===== src/rtl/lpm_pkg.sv =====
package lpm_pkg;
  typedef enum logic [2:0] {
    ST_RUN      = 3'd0,
    ST_SLEEP    = 3'd1,
    ST_IO_STOP  = 3'd2,
    ST_SYS_STOP = 3'd3,
    ST_IDLE     = 3'd4,
    ST_RESTART  = 3'd5
  } lpm_state_e;

  typedef struct packed {
    logic core;
    logic periph;
    logic clkout;
  } lpm_gate_t;
endpackage


===== src/rtl/lpm_mode_decode.sv =====
module lpm_mode_decode
  import lpm_pkg::*;
#(
  parameter logic [1:0] IDLE_CODE = 2'b10
) (
  input  logic       halt,
  input  logic [1:0] mode_sel,
  output lpm_state_e target
);
  // Stop state chosen by a sleep pulse.
  always_comb begin
    if (!halt)                       target = ST_SLEEP;
    else if (mode_sel == IDLE_CODE)  target = ST_IDLE;
    else                             target = ST_SYS_STOP;
  end
endmodule


===== src/rtl/lpm_wake_detect.sv =====
module lpm_wake_detect
  import lpm_pkg::*;
#(
  parameter int N_IRQ = 3
) (
  input  lpm_state_e       state,
  input  logic             nmi,
  input  logic [N_IRQ-1:0] irq_req,
  input  logic [N_IRQ-1:0] irq_en,
  input  logic             unit_irq,
  input  logic             gie,
  output logic             wake,
  output logic             service
);
  logic [N_IRQ-1:0] line_hit;
  logic             ext_hit;
  logic             unit_hit;
  logic             stopped;

  for (genvar i = 0; i < N_IRQ; i++) begin : g_line
    assign line_hit[i] = irq_req[i] & irq_en[i];
  end

  assign ext_hit  = |line_hit;
  // Peripheral requests are dead once the peripheral clock is stopped.
  assign unit_hit = unit_irq & (state == ST_SLEEP);
  assign stopped  = (state == ST_SLEEP) || (state == ST_SYS_STOP) || (state == ST_IDLE);

  assign wake    = stopped & (nmi | ext_hit | unit_hit);
  assign service = nmi | (gie & (ext_hit | unit_hit));
endmodule


===== src/rtl/lpm_restart_timer.sv =====
module lpm_restart_timer #(
  parameter int CW = 4
) (
  input  logic          clk,
  input  logic          rst_n,
  input  logic          load,
  input  logic [CW-1:0] load_val,
  output logic          done
);
  logic [CW-1:0] cnt_q;

  always_ff @(posedge clk or negedge rst_n) begin
    if (!rst_n)              cnt_q <= '0;
    else if (load)           cnt_q <= load_val;
    else if (cnt_q != '0)    cnt_q <= cnt_q - 1'b1;
  end

  assign done = (cnt_q == '0);
endmodule


===== src/rtl/lpm_gate_map.sv =====
module lpm_gate_map
  import lpm_pkg::*;
(
  input  lpm_state_e state,
  input  logic       halt_lat,
  output lpm_gate_t  gate
);
  always_comb begin
    unique case (state)
      ST_RUN:      gate = '{core: 1'b1, periph: 1'b1,      clkout: 1'b1};
      ST_IO_STOP:  gate = '{core: 1'b1, periph: 1'b0,      clkout: 1'b1};
      ST_SLEEP:    gate = '{core: 1'b0, periph: 1'b1,      clkout: 1'b1};
      ST_SYS_STOP: gate = '{core: 1'b0, periph: 1'b0,      clkout: 1'b1};
      ST_IDLE:     gate = '{core: 1'b0, periph: 1'b0,      clkout: 1'b0};
      ST_RESTART:  gate = '{core: 1'b0, periph: !halt_lat, clkout: 1'b1};
      default:     gate = '{core: 1'b1, periph: 1'b1,      clkout: 1'b1};
    endcase
  end
endmodule


===== src/rtl/lpm_sequencer.sv =====
module lpm_sequencer
  import lpm_pkg::*;
#(
  parameter int         N_IRQ     = 3,
  parameter int         SLEEP_LAT = 2,
  parameter int         IDLE_LAT  = 10,
  parameter logic [1:0] IDLE_CODE = 2'b10
) (
  input  logic             clk,
  input  logic             rst_n,
  input  logic             periph_halt,
  input  logic [1:0]       mode_sel,
  input  logic             bus_rel_en,
  input  logic             slp_pulse,
  input  logic             nmi,
  input  logic [N_IRQ-1:0] irq_req,
  input  logic [N_IRQ-1:0] irq_en,
  input  logic             unit_irq,
  input  logic             gie,
  input  logic             bus_req,
  output logic             core_clk_en,
  output logic             periph_clk_en,
  output logic             clkout_en,
  output logic             bus_grant,
  output logic             wake_pulse,
  output logic             wake_service
);
  localparam int MAX_LAT = (IDLE_LAT > SLEEP_LAT) ? IDLE_LAT : SLEEP_LAT;
  localparam int CW      = $clog2(MAX_LAT + 1);
  localparam logic [CW-1:0] IDLE_LD  = CW'(IDLE_LAT - 1);
  localparam logic [CW-1:0] SLEEP_LD = CW'(SLEEP_LAT - 1);

  lpm_state_e state_q, state_d, target;
  logic       halt_lat, rel_lat, svc_q;
  logic       wake, service, tmr_done, accept_slp, leave;
  logic       grant_q, pulse_q, serv_q;
  lpm_gate_t  gate;

  lpm_mode_decode #(.IDLE_CODE(IDLE_CODE)) u_dec (
    .halt     (periph_halt),
    .mode_sel (mode_sel),
    .target   (target)
  );

  lpm_wake_detect #(.N_IRQ(N_IRQ)) u_wake (
    .state    (state_q),
    .nmi      (nmi),
    .irq_req  (irq_req),
    .irq_en   (irq_en),
    .unit_irq (unit_irq),
    .gie      (gie),
    .wake     (wake),
    .service  (service)
  );

  lpm_restart_timer #(.CW(CW)) u_tmr (
    .clk      (clk),
    .rst_n    (rst_n),
    .load     (wake),
    .load_val ((state_q == ST_IDLE) ? IDLE_LD : SLEEP_LD),
    .done     (tmr_done)
  );

  lpm_gate_map u_gate (
    .state    (state_q),
    .halt_lat (halt_lat),
    .gate     (gate)
  );

  assign accept_slp = slp_pulse && ((state_q == ST_RUN) || (state_q == ST_IO_STOP));
  assign leave      = (state_q == ST_RESTART) && tmr_done;

  always_comb begin
    state_d = state_q;
    unique case (state_q)
      ST_RUN, ST_IO_STOP: begin
        if (slp_pulse)        state_d = target;
        else if (periph_halt) state_d = ST_IO_STOP;
        else                  state_d = ST_RUN;
      end
      ST_SLEEP, ST_SYS_STOP, ST_IDLE: begin
        if (wake) state_d = ST_RESTART;
      end
      ST_RESTART: begin
        if (tmr_done) state_d = periph_halt ? ST_IO_STOP : ST_RUN;
      end
      default: state_d = ST_RUN;
    endcase
  end

  always_ff @(posedge clk or negedge rst_n) begin
    if (!rst_n) begin
      state_q  <= ST_RUN;
      halt_lat <= 1'b0;
      rel_lat  <= 1'b0;
      svc_q    <= 1'b0;
      grant_q  <= 1'b0;
      pulse_q  <= 1'b0;
      serv_q   <= 1'b0;
    end else begin
      state_q <= state_d;
      if (accept_slp) begin
        halt_lat <= periph_halt;
        rel_lat  <= bus_rel_en;
      end
      if (wake) svc_q <= service;
      pulse_q <= leave;
      serv_q  <= leave & svc_q;
      grant_q <= bus_req & ((state_q != ST_IDLE) | rel_lat);
    end
  end

  assign core_clk_en   = gate.core;
  assign periph_clk_en = gate.periph;
  assign clkout_en     = gate.clkout;
  assign bus_grant     = grant_q;
  assign wake_pulse    = pulse_q;
  assign wake_service  = serv_q;
endmodule


===== config.mk =====
export PLATFORM = sky130hd
export DESIGN_NAME = lpm_sequencer
export DESIGN_NICKNAME = d
export VERILOG_FILES = /design/src/rtl/lpm_pkg.sv /design/src/rtl/lpm_mode_decode.sv /design/src/rtl/lpm_wake_detect.sv /design/src/rtl/lpm_restart_timer.sv /design/src/rtl/lpm_gate_map.sv /design/src/rtl/lpm_sequencer.sv
export SDC_FILE = /design/constraint.sdc
export NUM_CORES = 1
export LEC_CHECK = 0
export ABC_AREA = 1
export BUFFER_PORTS_ARGS = -buffer_cell sky130_fd_sc_hd__buf_2
export CORE_UTILIZATION = 48
export DETAILED_ROUTE_END_ITERATION = 6
export PLACE_DENSITY_LB_ADDON = 0.08
export SLEW_MARGIN = 20
export SYNTH_ARGS = -nofsm -noshare
export SYNTH_HDL_FRONTEND = slang
export SYNTH_SLANG_ARGS = --single-unit

===== constraint.sdc =====
create_clock -name clk -period 1.7 [get_ports clk]
set_input_delay 0.34 -clock clk [delete_from_list [all_inputs] [get_ports clk]]
set_output_delay 0.34 -clock clk [all_outputs]
set_load 0.03 [all_outputs]

After elaboration in Yosys (flattened, before gate mapping)
Cells that the tools add are included.
{"block": "word_totals", "regBits": 13, "in_bits": 17, "word_cells": 56}
{"block": "classes", "addsub": 1, "eq_ne": 9, "mux": 11, "bitwise": 13, "reduce_logical": 14}
{"operator": "two-way mux 3 bit", "n": 5}
{"operator": "one-hot mux 3 bit (5 select lines)", "n": 1}
{"operator": "two-way mux 4 bit", "n": 3}
{"operator": "one-hot mux 3 bit (3 select lines)", "n": 1}
{"operator": "AND 1 bit", "n": 8}
{"operator": "equality test 3 x 2 -> 1 bit, second input constant", "n": 2}
{"operator": "equality test 3 bit, second input constant", "n": 2}
{"operator": "OR reduction 3 bit", "n": 2}
{"operator": "OR 1 bit", "n": 5}
{"operator": "zero test 4 bit", "n": 1}
{"operator": "nonzero test 4 bit", "n": 1}
{"operator": "subtractor 4 x 1 -> 4 bit, second input constant", "n": 1}
{"operator": "equality test 3 x 1 -> 1 bit, second input constant", "n": 1}
{"operator": "zero test 3 bit", "n": 1}
{"operator": "logical OR 1 bit", "n": 3}
{"operator": "!= test 3 bit, second input constant", "n": 1}
{"operator": "equality test 2 bit, second input constant", "n": 1}
{"operator": "logical AND 1 bit", "n": 2}
{"operator": "two-way mux 2 bit", "n": 1}
{"operator": "!= test 2 x 1 -> 1 bit, second input constant", "n": 1}
{"operator": "!= test 2 bit, second input constant", "n": 1}
{"operator": "AND reduction 2 bit", "n": 1}
{"operator": "nonzero test 2 bit", "n": 1}
{"operator": "OR reduction 2 bit", "n": 1}
{"operator": "zero test 1 bit", "n": 1}

Longest topological paths before layout
{"block": "logic_depth", "depth_word": 7, "depth_mapped": 8}

Cells and area by module
A second synthesis with hierarchy kept.
{"block": "hier_totals", "hier_cells": 128, "area_unflattened_um2": 833.3}
{"module": "lpm_sequencer", "n_inst": 1, "cells_per_inst": 61, "area_each_um2": 450.4, "seq_area_each_um2": 225.2}
{"module": "lpm_restart_timer", "n_inst": 1, "cells_per_inst": 34, "area_each_um2": 242.7, "seq_area_each_um2": 100.1}
{"module": "lpm_wake_detect", "n_inst": 1, "cells_per_inst": 18, "area_each_um2": 71.3, "seq_area_each_um2": 0.0}
{"module": "lpm_gate_map", "n_inst": 1, "cells_per_inst": 10, "area_each_um2": 42.5, "seq_area_each_um2": 0.0}
{"module": "lpm_mode_decode", "n_inst": 1, "cells_per_inst": 5, "area_each_um2": 26.3, "seq_area_each_um2": 0.0}

Worst setup path after synthesis
Ideal clock, no wire load.
{"block": "synth_timing", "path_type": "flip-flop to output port", "start": "reg state_q[0]", "end": "out periph_clk_en", "arrival_time_ps": 1625, "setup_slack_ps": -265, "stages_incl_launch_ff": 3, "path_buffers": 0, "path_cell_list": "dfrtp_1 -> inv_1 -> o311ai_0"}
{"block": "synth_between", "elab_chain_len": 2, "word_cells_on_any_way": 6, "classes_between": "5 x eq/ne; 1 x mux"}
{"item": "start: declaration", "line_no": "lpm_sequencer.sv:33", "source": "lpm_state_e state_q, state_d, target;"}
{"item": "start signal: assignment", "line_no": "lpm_sequencer.sv:101", "source": "state_q <= state_d;"}
{"item": "equality test 3 bit (tied with other cells)", "line_no": "lpm_gate_map.sv:9", "source": "unique case (state)"}
{"item": "one-hot mux 3 bit (5 select lines) *", "line_no": "lpm_gate_map.sv:9"}
{"item": "end: declaration", "line_no": "lpm_sequencer.sv:22", "source": "output logic periph_clk_en,"}
Every way passes the cells marked *; elsewhere a longest branch is shown, timed or not.

Worst setup path after layout
{"block": "layout_timing", "start": "reg state_q[1]", "end": "out periph_clk_en"}
Same word-level chain as after synthesis.

==> reports/metrics.csv <==
stage;metric;value;unit
outcome;status;finished, final reports clean;
finish;num-fill-cells;129;
global_routing;grt_pass1_wl;2.532;mm
synthesis;synth_area_leaders;dfrtp_1 (43%), nand2_1 (15%), inv_1 (7.5%);
worst_setup_path;cp.required;1.36;ns
finish;nets;143;
worst_setup_path;worst_setup_path_start_kind;flop;
finish;antenna_cells;0;
clock_tree;clk_latency;0.27;ns
global_routing;grt_pass1_vias;638;
floorplan;core_area;1383;um^2
floorplan;die_x;41.52;um
detailed_routing;drtPass1Iterations;4;
finish;mostFrequentLayoutCells;nand2_1 (29), buf_2 (22), inv_1 (15);
pwr;ir_drop;0.7522;mV
placement;globalplace.congestion;0.7989;
detailed_routing;vias;694;
clock_tree;clockBufferDepth;2;
sta;tightestPinTransition;0.2859;ns
finish;final_area;922.1;um^2
worst_setup_path;crit_path_end_kind;output pin;
job;drv.max_cap_violation_count;0;
detailed_routing;drc;0;
sta;skew;0.0008068;ns
placement;dp_cells;134;
sta;finalSetupViolations;0;
pwr;p_leak;0.5124;nW
clock_tree;cts_root_buf;clkbuf_4;
synthesis;yosysSeqAreaShare;43.41;%
synthesis;synth-seq-cells;13;
sta;timing.final.crit_share;95.52;%
worst_setup_path;critPathKind;flop to output pin;
clock_tree;cts_max_level;1;
floorplan;start_util;54.21;%
detailed_routing;wirelength;1.484;mm
floorplan;num_io_pins;23;
sta;fmax;0.6158;GHz
hold_path;hp-class;input port to flop;
clock_tree;cts_tree;built;
detailed_routing;drt_iter0_markers;11;
finish;multi_input_area;366.6;um^2
finish;syn_to_final_growth;23.04;%
clock_tree;clock-sinks;13;
placement;dp_slack;0.2978;ns
detailed_routing;ant_nets;0;
synthesis;synth_fp_nets;115;
synthesis;yosys.cell_types.count;23;
synthesis;synth_cells;97;
synthesis;synth_area_per_cell;7.726;um^2
worst_setup_path;critPathArrivalTime;1.28;ns
floorplan;die_h;41.52;um
synthesis;synth_area_leader_cell;dfrtp_1;
synthesis;netlist.area_leader.share;43.41;%
finish;seq_area;326.6;um^2
global_routing;grt_usage;19.49;%
synthesis;syn-cell-area;749.5;um^2
synthesis;yosysWarnings;0;
placement;io_buffers;22;
floorplan;row_count;13;
floorplan;die-area;1724;um^2
sta;hold_viol;0;
pwr;cellPowerDensity;1807;nW/um^2
placement;dpl_cell_area;878.3;um^2
finish;layout_commonest_cell;nand2_1;
detailed_routing;viasPerCell;4.993;
global_routing;antenna_found_initial;0;
placement;hpwl;1.158;mm
clock_tree;clk_pin_slew_worst_paths;0.08;ns
sta;setup_ws;0.07618;ns
detailed_routing;avgRoutedWirePerCell;10.68;um
sta;setup_tns;0;ns
worst_setup_path;cp_max_fo;6;
clock_tree;numCtsBuffers;3;
finish;final_layout_size_suffix_gt1_share;31.45;%
sta;fin_crit;1.624;ns
sta;slew_headroom;80.94;%
sta;slew_violations;0;
global_routing;grt-ovfl-total;0;
sta;rsz0062_at_grt;false;
finish;fin_cells;139;
global_routing;grt_max_degree;14;
-- critical path, cell delays in order, from the launching register on --
cell and delay (ns):
dfrtp_1 0.46, nor2_1 0.18, inv_1 0.06, o311ai_1 0.07, buf_2 0.24
-- routing by layer --
metal	vias to the layer above	wire [um]	share of wire, %	global-route usage, %
li1	361	-	-	-
met4	0	34	2.3	9.677
met2	32	721	49	33.75
met5	-	0	0	0
met1	296	615	41	22.31
met3	5	112	7.5	4.348
-- flip-flops by register name, summed over array words and instances (netlist names) --
name and count:
u_tmr.cnt_q 4, bus_grant 1, wake_service 1, svc_q 1, halt_lat 1, wake_pulse 1, rel_lat 1, state_q 3
-- timing repair --
item,CTS,global route
gates resized for setup,0,2
hold buffers,1,0
hold endpoints to repair,13,0
endpoints found under the setup margin,0,2
setup buffers,0,0
-- cells in the mapped netlist --
master,count
a21oi_1,2
a21oi_2,1
dfrtp_1,13
ha_1,1
inv_1,15
inv_4,1
mux2_2,1
nand2_1,29
nand2_2,3
nand2_4,1
nand3_1,9
nand3_2,1
nand3_4,1
nand3b_1,1
nand4_1,2
nor2_1,6
nor2_4,1
nor3_1,2
o21ai_0,3
o21ai_1,1
o311ai_0,1
or2_2,1
xor2_1,1
-- per-stage QoR --
step	power (mW)	util (%)	hold WS [ns]
floorplan	1.248	-	0.04441
global placement	1.437	63.53	0.2392
detailed placement	1.457	63.53	0.2381
CTS	1.664	66.24	0.2915
global route	1.826	66.70	0.3016
finish	1.666	66.70	0.2880
-- area by class of cell --
class	count	share of cell area (%)
multi-input combinational	68	39.76
timing repair buffer	23	13.03
sequential	13	35.41
tap	15	2.035
clock inverter	1	0.5427
clock buffer	3	2.442
inverter	16	6.784
-- power by group --
group / internal [mW] / switching, mW
Clock: 0.0873 / 0.101
Combinational: 0.325 / 0.618
Sequential: 0.438 / 0.0973
Total: 0.850 / 0.816
-- final timing paths --
kind | endpoint | depth (start not counted) | slack (ns) | from
worst max-delay path | periph_clk_en | 4 | 0.08 | state_q[1]
worst min-delay path | bus_grant | 3 | 0.29 | bus_req
worst max register to register | state_q[2] | 7 | 0.27 | u_tmr.cnt_q[0]
worst min register to register | u_tmr.cnt_q[1] | 2 | 0.47 | u_tmr.cnt_q[1]
max in group asynchronous | state_q[0] | 2 | 0.99 | rst_n
min in group asynchronous | u_tmr.cnt_q[2] | 2 | 0.47 | rst_n
-- cells by family (layout without fill, tap and decap cells) --
family	Yosys count	in the layout	share of synthesized area (%)
AND/OR/NAND/NOR	57	57	37.56
XOR/XNOR	1	1	1.169
flip-flops	13	13	43.41
buffers and inverters	16	43	8.347
multiplexers	1	1	1.502
adder cells (fa/ha/maj)	1	1	1.669
AO/OA/AOI/OAI	8	8	6.343
Power figures use the tool's default switching activity.
